### src/rtl/uart_idle_rx_pkg.sv
package uart_idle_rx_pkg;
    typedef enum logic [1:0] {
        ST_WATCH,
        ST_START,
        ST_DATA,
        ST_STOP
    } rx_state_t;
endpackage

### src/rtl/uart_os_tick.sv
module uart_os_tick #(
    parameter int CLK_DIV = 27
) (
    input  logic clk,
    input  logic rst_n,
    output logic tick
);
    localparam int DW = (CLK_DIV > 1) ? $clog2(CLK_DIV) : 1;
    localparam logic [DW-1:0] LAST = DW'(CLK_DIV - 1);

    logic [DW-1:0] div_q;

    always_ff @(posedge clk or negedge rst_n) begin
        if (!rst_n) begin
            div_q <= '0;
        end else if (div_q == LAST) begin
            div_q <= '0;
        end else begin
            div_q <= div_q + 1'b1;
        end
    end

    assign tick = (div_q == LAST);
endmodule

### src/rtl/uart_rx_fsm.sv
module uart_rx_fsm
    import uart_idle_rx_pkg::*;
#(
    parameter int OSR = 16
) (
    input  logic       clk,
    input  logic       rst_n,
    input  logic       tick,
    input  logic       rx_s,
    input  logic       nine_bit,
    input  logic       par_en,
    input  logic       par_odd,
    input  logic       flag_clr,
    output logic [8:0] rx_data,
    output logic       rdf,
    output logic       perr,
    output logic       in_watch,
    output logic       char_done
);
    localparam int CW = $clog2(OSR);
    localparam logic [CW-1:0] MID  = CW'(OSR / 2);
    localparam logic [CW-1:0] S_LO = MID - 1'b1;
    localparam logic [CW-1:0] S_HI = MID + 1'b1;
    localparam logic [CW-1:0] LAST = CW'(OSR - 1);

    rx_state_t state, nxt;
    logic [CW-1:0] os_cnt;
    logic [3:0]    bit_idx;
    logic [8:0]    shreg;
    logic          smp_a, smp_b;
    logic          vote, vote_pt, bit_end, last_bit, ones_par, deliver;

    assign vote     = (smp_a & smp_b) | (smp_a & rx_s) | (smp_b & rx_s);
    assign vote_pt  = tick && (os_cnt == S_HI);
    assign bit_end  = tick && (os_cnt == LAST);
    assign last_bit = (bit_idx == (nine_bit ? 4'd8 : 4'd7));
    assign deliver  = (state == ST_STOP) && vote_pt;
    assign ones_par = nine_bit ? ^shreg : ^shreg[7:0];

    // next-state logic
    always_comb begin
        nxt = state;
        unique case (state)
            ST_WATCH: if (tick && !rx_s) nxt = ST_START;
            ST_START: begin
                if (vote_pt && vote) nxt = ST_WATCH;
                else if (bit_end)    nxt = ST_DATA;
            end
            ST_DATA:  if (bit_end && last_bit) nxt = ST_STOP;
            ST_STOP:  if (bit_end) nxt = ST_WATCH;
            default:  nxt = ST_WATCH;
        endcase
    end

    // state register
    always_ff @(posedge clk or negedge rst_n) begin
        if (!rst_n) state <= ST_WATCH;
        else        state <= nxt;
    end

    // datapath and flags
    always_ff @(posedge clk or negedge rst_n) begin
        if (!rst_n) begin
            os_cnt  <= '0;
            bit_idx <= '0;
            shreg   <= '0;
            smp_a   <= 1'b1;
            smp_b   <= 1'b1;
            rx_data <= '0;
            rdf     <= 1'b0;
            perr    <= 1'b0;
        end else begin
            if (tick) begin
                if (state == ST_WATCH) begin
                    os_cnt <= rx_s ? '0 : CW'(1);
                end else begin
                    os_cnt <= os_cnt + 1'b1;
                end
                if (os_cnt == S_LO) smp_a <= rx_s;
                if (os_cnt == MID)  smp_b <= rx_s;
            end
            if (state == ST_START && bit_end) begin
                bit_idx <= '0;
                shreg   <= '0;
            end
            if (state == ST_DATA) begin
                if (vote_pt) shreg[bit_idx] <= vote;
                if (bit_end && !last_bit) bit_idx <= bit_idx + 1'b1;
            end
            if (deliver) begin
                rx_data <= nine_bit ? shreg : {1'b0, shreg[7:0]};
                rdf     <= 1'b1;
                perr    <= par_en & (ones_par ^ par_odd);
            end else if (flag_clr) begin
                rdf  <= 1'b0;
                perr <= 1'b0;
            end
        end
    end

    assign in_watch  = (state == ST_WATCH);
    assign char_done = deliver;

    p_deliver_in_stop_r3: assert property (@(posedge clk) disable iff (!rst_n)
        $rose(rdf) |-> $past(state == ST_STOP));
    p_clear_r3: assert property (@(posedge clk) disable iff (!rst_n)
        flag_clr && !deliver |=> !rdf && !perr);
    p_no_parity_r5: assert property (@(posedge clk) disable iff (!rst_n)
        deliver && !par_en |=> !perr);
    p_glitch_reject_r6: assert property (@(posedge clk) disable iff (!rst_n)
        (state == ST_START) && vote_pt && vote |=> state == ST_WATCH);
endmodule

### src/rtl/uart_idle_det.sv
module uart_idle_det #(
    parameter int OSR = 16
) (
    input  logic clk,
    input  logic rst_n,
    input  logic tick,
    input  logic rx_s,
    input  logic nine_bit,
    input  logic idle_after_stop,
    input  logic in_watch,
    input  logic char_done,
    input  logic flag_clr,
    output logic idle
);
    localparam int LIM8 = 10 * OSR;
    localparam int LIM9 = 11 * OSR;
    localparam int IW   = $clog2(LIM9 + 1);

    logic [IW-1:0] hi_cnt;
    logic [IW-1:0] limit;
    logic          armed, hit;

    assign limit = nine_bit ? IW'(LIM9) : IW'(LIM8);
    assign hit   = (hi_cnt >= limit) && rx_s;

    always_ff @(posedge clk or negedge rst_n) begin
        if (!rst_n) begin
            hi_cnt <= '0;
            armed  <= 1'b0;
            idle   <= 1'b0;
        end else begin
            if (idle_after_stop && !in_watch) begin
                hi_cnt <= '0;
            end else if (tick) begin
                if (!rx_s)               hi_cnt <= '0;
                else if (hi_cnt < limit) hi_cnt <= hi_cnt + 1'b1;
            end
            if (char_done) begin
                armed <= 1'b1;
            end else if (armed && hit) begin
                armed <= 1'b0;
            end
            if (armed && hit && !char_done) idle <= 1'b1;
            else if (flag_clr)              idle <= 1'b0;
        end
    end

    p_idle_on_high_r7: assert property (@(posedge clk) disable iff (!rst_n)
        $rose(idle) |-> $past(rx_s));
    p_idle_once_r9: assert property (@(posedge clk) disable iff (!rst_n)
        $rose(idle) |-> !armed);
endmodule

### src/rtl/uart_idle_rx.sv
module uart_idle_rx #(
    parameter int CLK_DIV = 27,
    parameter int OSR     = 16
) (
    input  logic       clk,
    input  logic       rst_n,
    input  logic       rx,
    input  logic       nine_bit,
    input  logic       par_en,
    input  logic       par_odd,
    input  logic       idle_after_stop,
    input  logic       rie,
    input  logic       ilie,
    input  logic       flag_clr,
    output logic [8:0] rx_data,
    output logic       rdf,
    output logic       perr,
    output logic       idle,
    output logic       irq
);
    logic [1:0] sync_q;
    logic       rx_s, tick, in_watch, char_done;

    always_ff @(posedge clk or negedge rst_n) begin
        if (!rst_n) sync_q <= 2'b11;
        else        sync_q <= {sync_q[0], rx};
    end
    assign rx_s = sync_q[1];

    uart_os_tick #(.CLK_DIV(CLK_DIV)) u_tick (
        .clk (clk),
        .rst_n (rst_n),
        .tick (tick)
    );

    uart_rx_fsm #(.OSR(OSR)) u_fsm (
        .clk       (clk),
        .rst_n     (rst_n),
        .tick      (tick),
        .rx_s      (rx_s),
        .nine_bit  (nine_bit),
        .par_en    (par_en),
        .par_odd   (par_odd),
        .flag_clr  (flag_clr),
        .rx_data   (rx_data),
        .rdf       (rdf),
        .perr      (perr),
        .in_watch  (in_watch),
        .char_done (char_done)
    );

    uart_idle_det #(.OSR(OSR)) u_idle (
        .clk             (clk),
        .rst_n           (rst_n),
        .tick            (tick),
        .rx_s            (rx_s),
        .nine_bit        (nine_bit),
        .idle_after_stop (idle_after_stop),
        .in_watch        (in_watch),
        .char_done       (char_done),
        .flag_clr        (flag_clr),
        .idle            (idle)
    );

    assign irq = (rdf & rie) | (idle & ilie);

    p_irq_data_r10: assert property (@(posedge clk) disable iff (!rst_n)
        rdf && rie |-> irq);
    p_irq_idle_r10: assert property (@(posedge clk) disable iff (!rst_n)
        idle && ilie |-> irq);
endmodule

### config.mk
export PLATFORM = sky130hd
export DESIGN_NAME = uart_idle_rx
export DESIGN_NICKNAME = d
export VERILOG_FILES = /design/src/rtl/uart_idle_rx_pkg.sv /design/src/rtl/uart_os_tick.sv /design/src/rtl/uart_rx_fsm.sv /design/src/rtl/uart_idle_det.sv /design/src/rtl/uart_idle_rx.sv
export SDC_FILE = /design/constraint.sdc
export NUM_CORES = 1
export LEC_CHECK = 0
export BUFFER_PORTS_ARGS = -buffer_cell sky130_fd_sc_hd__buf_4
export CAP_MARGIN = 20
export CORE_ASPECT_RATIO = 1.1
export CORE_MARGIN = 2
export CORE_UTILIZATION = 40
export CTS_BUF_LIST = sky130_fd_sc_hd__clkbuf_4
export DETAILED_ROUTE_END_ITERATION = 7
export GPL_TIMING_DRIVEN = 0
export PLACE_DENSITY = 0.61
export SLEW_MARGIN = 20
export SYNTH_ARGS = -nofsm -noshare
export SYNTH_HDL_FRONTEND = slang
export SYNTH_SLANG_ARGS = --single-unit
### constraint.sdc
create_clock -name clk -period 2.9 [get_ports clk]
set_input_delay 0.435 -clock clk [delete_from_list [all_inputs] [get_ports clk]]
set_output_delay 0.435 -clock clk [all_outputs]
set_load 0.01 [all_outputs]
# Yosys cells after proc, flatten, opt, wreduce, memory -nomap -nowiden
# Index checks and enable logic that the tools add are counted.
word_totals:
  ff_bits: 49
  latch_bits: 0
  mem_bits_rw: 0
  romBits: 0
  inputBits: 10
  out_inout_bits: 13
  elab_cells: 106
  mem_count: 0
classes:
  n_addsub: 4
  mul: 0
  div_mod_pow: 0
  order_cmp: 4
  n_eq_ne: 14
  shifts: 0
  mux: 32
  bitwise: 10
  n_reduce_logical: 28
ops:
  columns: ["op", "count"]
  rows:
  - ["9-bit 2-to-1 mux", 4]
  - ["8-bit 2-to-1 mux", 4]
  - ["4-bit 2-to-1 mux", 5]
  - ["1-bit logical AND", 13]
  - ["4-bit equality test (second input constant)", 3]
  - ["2-bit 2-to-1 mux", 5]
  - ["5-bit 2-to-1 mux", 2]
  - ["9-bit bitwise mux", 1]
  - ["1-bit 2-to-1 mux", 9]
  - ["9-bit XOR reduction", 1]
  - ["4-bit by 1-bit adder with 4-bit output (second input constant)", 2]
  - ["8-bit by 1-bit adder with 8-bit output (second input constant)", 1]
  - ["8-bit >= comparator", 1]
  - ["8-bit less-than comparator", 1]
  - ["2-bit case mux with 4 select lines", 1]
  - ["2-bit nonzero test", 4]
  - ["8-bit XOR reduction", 1]
  - ["1-bit AND", 6]
  - ["3-bit by 1-bit inequality test with 1-bit output (second input constant)", 2]
  - ["2-bit AND reduction", 3]
  - ["5-bit by 1-bit adder with 5-bit output (second input constant)", 1]
  - ["5-bit equality test (second input constant)", 1]
  - ["4-bit by 5-bit less-than comparator with 1-bit output (second input constant)", 1]
  - ["1-bit demux with 4-bit select", 1]
  - ["other kinds (12)", 19]

# Logic depth before layout (Yosys ltp)
depth:
  word_depth: 7
  ltp_mapped: 9
  ltp_nobuf: 7

# By module
# A second synthesis with hierarchy kept.
hier_totals:
  cells_unflattened: 249
  area_unflattened_um2: 2703.8
modules_own_cells:
  columns: ["module", "n_inst", "cells_each", "area_each_um2", "seq_area_each_um2"]
  rows:
  - ["uart_rx_fsm", 1, 156, 1774.2, 803.3]
  - ["uart_idle_det", 1, 66, 601.8, 250.2]
  - ["uart_os_tick", 1, 24, 266.5, 125.1]
  - ["uart_idle_rx", 1, 3, 61.3, 52.6]

# Least setup slack after synthesis
# Ideal clock, no wire load.
synth_timing:
  path_type: "register -> register"
  start: "reg u_tick.div_q[0]"
  end: "reg u_fsm.bit_idx[0]"
  setup_ns: 0.125
  arrival_time_ns: 1.609
  required_time_ns: 2.775
  path_slack_ns: 1.166
  path_stages_with_launch: 9
  n_path_buf: 1
  cell_sequence: "dfrtp_1 inv_1 ha_1 and4b_1 buf_2 nand3_2 nor3b_4 nor2_1 mux2_2"
synth_via:
  elab_chain_len: 6
  word_cells_on_any_way: 7
  cone_classes: "eq/ne (1); mux (3); reduce/logical (3)"
synth_rtl:
  columns: ["item", "line", "rtl"]
  rows:
  - ["start, declared", "uart_os_tick.sv:11", "logic [DW-1:0] div_q;"]
  - ["start signal, assigned", "uart_os_tick.sv:19", "div_q <= div_q + 1'b1;"]
  - ["5-bit equality test (*)", "uart_os_tick.sv:23", "assign tick = (div_q == LAST);"]
  - ["1-bit logical AND (*)", "uart_rx_fsm.sv:35", "assign bit_end = tick && (os_cnt == LAST);"]
  - ["1-bit logical AND", "uart_rx_fsm.sv:82", "if (state == ST_START && bit_end) begin"]
  - ["4-bit 2-to-1 mux", "uart_rx_fsm.sv:82", null]
  - ["4-bit 2-to-1 mux", "uart_rx_fsm.sv:88", "if (bit_end && !last_bit) bit_idx <= bit_idx + 1'b1;"]
  - ["4-bit 2-to-1 mux (*)", "uart_rx_fsm.sv:86", "if (state == ST_DATA) begin"]
  - ["end signal, assigned", "uart_rx_fsm.sv:88", null]
  - ["end, declared", "uart_rx_fsm.sv:28", "logic [3:0] bit_idx;"]
# Every way passes the cells marked *; elsewhere a longest branch is shown, timed or not.
# A chain may end at the register's enable or synchronous reset.

# Worst setup path after layout
layout_timing:
  start: "reg u_tick.div_q[0]"
  end: "reg u_fsm.rx_data[6]"
layout_via:
  elab_chain_len: 3
layout_rtl:
  columns: ["item", "line", "rtl"]
  rows:
  - ["5-bit equality test", "uart_os_tick.sv:23", null]
  - ["1-bit logical AND", "uart_rx_fsm.sv:34", "assign vote_pt = tick && (os_cnt == S_HI);"]
  - ["1-bit logical AND", "uart_rx_fsm.sv:37", "assign deliver = (state == ST_STOP) && vote_pt;"]
  - ["end signal, assigned", "uart_rx_fsm.sv:91", "rx_data <= nine_bit ? shreg : {1'b0, shreg[7:0]};"]
  - ["end, declared", "uart_rx_fsm.sv:14", "output logic [8:0] rx_data,"]
# No other way between the ends.

==> results.md <==
- Status: complete, no violations
- GRT Total Usage: roughly 15%
- Yosys warnings: 0
- FILL cells: between 600 and 700
- PostCTS Resize Cnt: 0
- DRC: 0
- Antenna Cells: 0
- Largest net degree at the start of global routing: 50
- Die height: between 80 and 90 um
- Sequential share of the synthesized area: about 50%
- Leading area contributor after synthesis: dfrtp_1
- CTS Buf Count: 5
- Commonest non-fill, non-tap cells in the layout: dfrtp_1 (45), nand2_1 (31), buf_4 (24)
- Register Area: about 1200 um^2
- Top FF cell, synth: dfrtp_1
- CTS Hold Buffers Added: 0
- Post-Syn Area per Cell: around 10 um^2
- FP Rows: 30
- Sum Neg Setup Slack: 0 ns
- DP Wirelength: around 3400 um
- Multi-input gate area: between 1000 and 1500 um^2
- DR iter-0 viols: 82
- Final hold vios: 0
- CP max stage cell: dfrtp_1
- Synth-to-layout area growth: 12.6%
- Fmax: between 500 and 600 MHz
- WL final: 4750 um
- Total power: 1050 uW
- Max-Cap Viols: 0
- Cells along the critical path: inv_1 -> ha_1 -> nand4b_2 -> nor2_1 -> nand3_2 -> buf_4 -> mux2_1
- GP Congestion: 0.798
- Critical path capture point type: flop
- Wirelength per Cell: 13.3 um
- Share of cells above drive strength 1: 18.8%
- Worst hold path type: in2async
- Design area: about 2900 um^2
- CP max FO: 10
- Worst skew pair latency: about 0.37 ns
- Comb pwr share: under 10%
- Die X: around 80 um
- Final cycle utilization of the critical path: between 60% and 70%
- Measured slew at the worst slew-check pin: 0.685 ns
- First-pass GRT wire length: between 8000 and 9000 um
- Post-synth EDFFs: 0
- Fin nets: 298
- # Post-CTS Setup Buffers: 0
- CP Data Required Time: between 3 and 4 ns
- Max-slew violation count: 0
- H-tree levels: 2
- RSZ-0062 raised after global routing: no
- CP delay by family, top: simple AND/OR/NAND/NOR gates
- Synth unique cells: 48
- Slowest stage delay, CP: around 0.43 ns
- Net Count, Synth: between 200 and 300
- Initial antenna violation count: 0
- Root buf cell: clkbuf_4
- Vias in the first global route: 1,864
- Clock network power share: around 30%
- Count of clock tree sinks: 49
- Synth top area share: around 44%
- Antenna Violating Nets Remaining: 0
- Full die area: roughly 7000 um^2
- Max-slew headroom: a little over half
- Total cell area at the placement stage: about 2800 um^2
- Total leakage power: around 0.0013 uW
- Via count: between 1,500 and 2,000
- Mapped Cells: 247
- Setup-failing EPs final: 0
- Ys async rst share: 100%
- Most common cell after layout, fill and taps aside: dfrtp_1
- Port buffer count: 22
- Mapped Area: ~2500 um^2
- Cell Pwr Density: approximately 370 nW/um^2
- Clock Skew: between 0.005 and 0.006 ns
- Vias per cell: between 5 and 6
- Sw Share: 24.3%
- Clk buf depth: 2
- WP buf/inv: 2
- Seq pwr share: approximately two thirds
- Seq cells post-synth: about 50
- Final Critical Period: slightly below 2 ns
- Switch Pwr: 256 uW
- Core Footprint: 6160 um^2
- CTS tree: built
- Top Ports: 23
- Crit path DAT: around 2.2 ns
- Grt total ovfl: 0
- Setup CP Type: reg2reg
- Area contributors post-synth: dfrtp_1 (44%), ha_1 (5.9%), nand2_1 (4.6%), dfstp_2 (4.1%), o21ai_0 (4.1%)
- Cell internal pwr: about 800 uW
- Clock transition at path regs: ~0.15 ns
- 1st-pass router iterations: 4
- Starting Density: between 40% and 50%
- Crit path launch type: flop
- Max IR drop VDD: 0.000148 V
cells in the mapped netlist, types with 3 or more instances:
cell type,number
ha_1,12
nand2b_1,7
mux2i_1,3
mux2_1,4
dfrtp_1,45
o21ai_1,11
nand2_1,31
nor2_1,15
inv_1,11
xor2_1,3
nand4_1,3
and3_1,3
nand3_1,15
dfstp_2,4
o21ai_0,21
nor2b_1,3
buf_2,3
mux2_2,7
xnor2_1,4
a22o_1,3
path summary, 6_finish.rpt:
check	startpoint	end	slack, ns	cells past startpoint
worst max-delay path	u_tick.div_q[0]	u_fsm.rx_data[6]	0.92	7
worst min-delay path	rst_n	u_fsm.bit_idx[2]	0.06	1
worst max register to register	u_tick.div_q[0]	u_fsm.rx_data[6]	0.92	7
worst min register to register	sync_q[0]	sync_q[1]	0.37	0
max in group asynchronous	rst_n	u_idle.hi_cnt[2]	2.43	1
min in group clk	rx	sync_q[0]	0.16	1
flip-flops by register name, indices dropped and copies added, names as in the netlist, named ones only:
name and cells:
u_fsm.rx_data 9, u_fsm.shreg 9, u_idle.hi_cnt 8, u_tick.div_q 5, u_fsm.bit_idx 4, u_fsm.os_cnt 4
sync_q 2, u_fsm.perr 1, u_fsm.rdf 1, u_fsm.smp_a 1, u_fsm.smp_b 1, u_fsm.state 1
u_idle.armed 1, u_idle.idle 1
kinds of logic (layout without fill, tap and decap cells):
logic type	Yosys count	after routing	synth area share, %
multiplexers	14	14	6.07
flip-flops	49	49	48.6
adder cells (fa/ha/maj)	12	12	5.93
XOR/XNOR	9	9	4.20
buffers and inverters	17	47	2.96
AND/OR/NAND/NOR	95	95	20.2
AO/OA/AOI/OAI	51	51	12.0
power by group through the flow:
stage	combinational [uW]	clock, uW	sequential [uW]
2_1_floorplan	15.1	0	703
3_3_place_gp	42.9	0	704
3_5_place_dp	43.1	0	704
4_1_cts	43.2	334	692
5_1_grt	47.7	357	693
6_report	41.4	320	692
routing by layer:
metal / part of all wire [%] / GRT usage, % / up-vias
li1: - / - / 924
met1: 47 / 18.4 / 871
met2: 47 / 26.0 / 40
met3: 4.7 / 3.22 / 5
met4: 1.2 / 5.08 / 0
met5: 0 / 0 / -
stage by stage:
step | setup WS [ns] | util (%) | hold slack (ns) | std cells
after floorplan | 1.17 | - | 0.139 | 247
after global placement | 0.959 | 45.5 | 0.347 | 349
after detailed placement | 0.913 | 45.5 | 0.347 | 349
after CTS | 0.892 | 46.4 | 0.0773 | 357
after global routing | 0.756 | 46.4 | 0.0958 | 357
final | 0.924 | 46.4 | 0.0627 | 357
layout make-up:
type                            instances  area share, %
Buffer                                  6           1.18
Timing Repair Buffer                   22           5.79
Multi-Input combinational cell        181           43.0
Inverter                               11           1.45
Clock inverter                          3          0.614
Sequential cell                        49           43.1
Tap cell                               80           3.51
Clock buffer                            5           1.32
(Power assumes the default switching activity.)
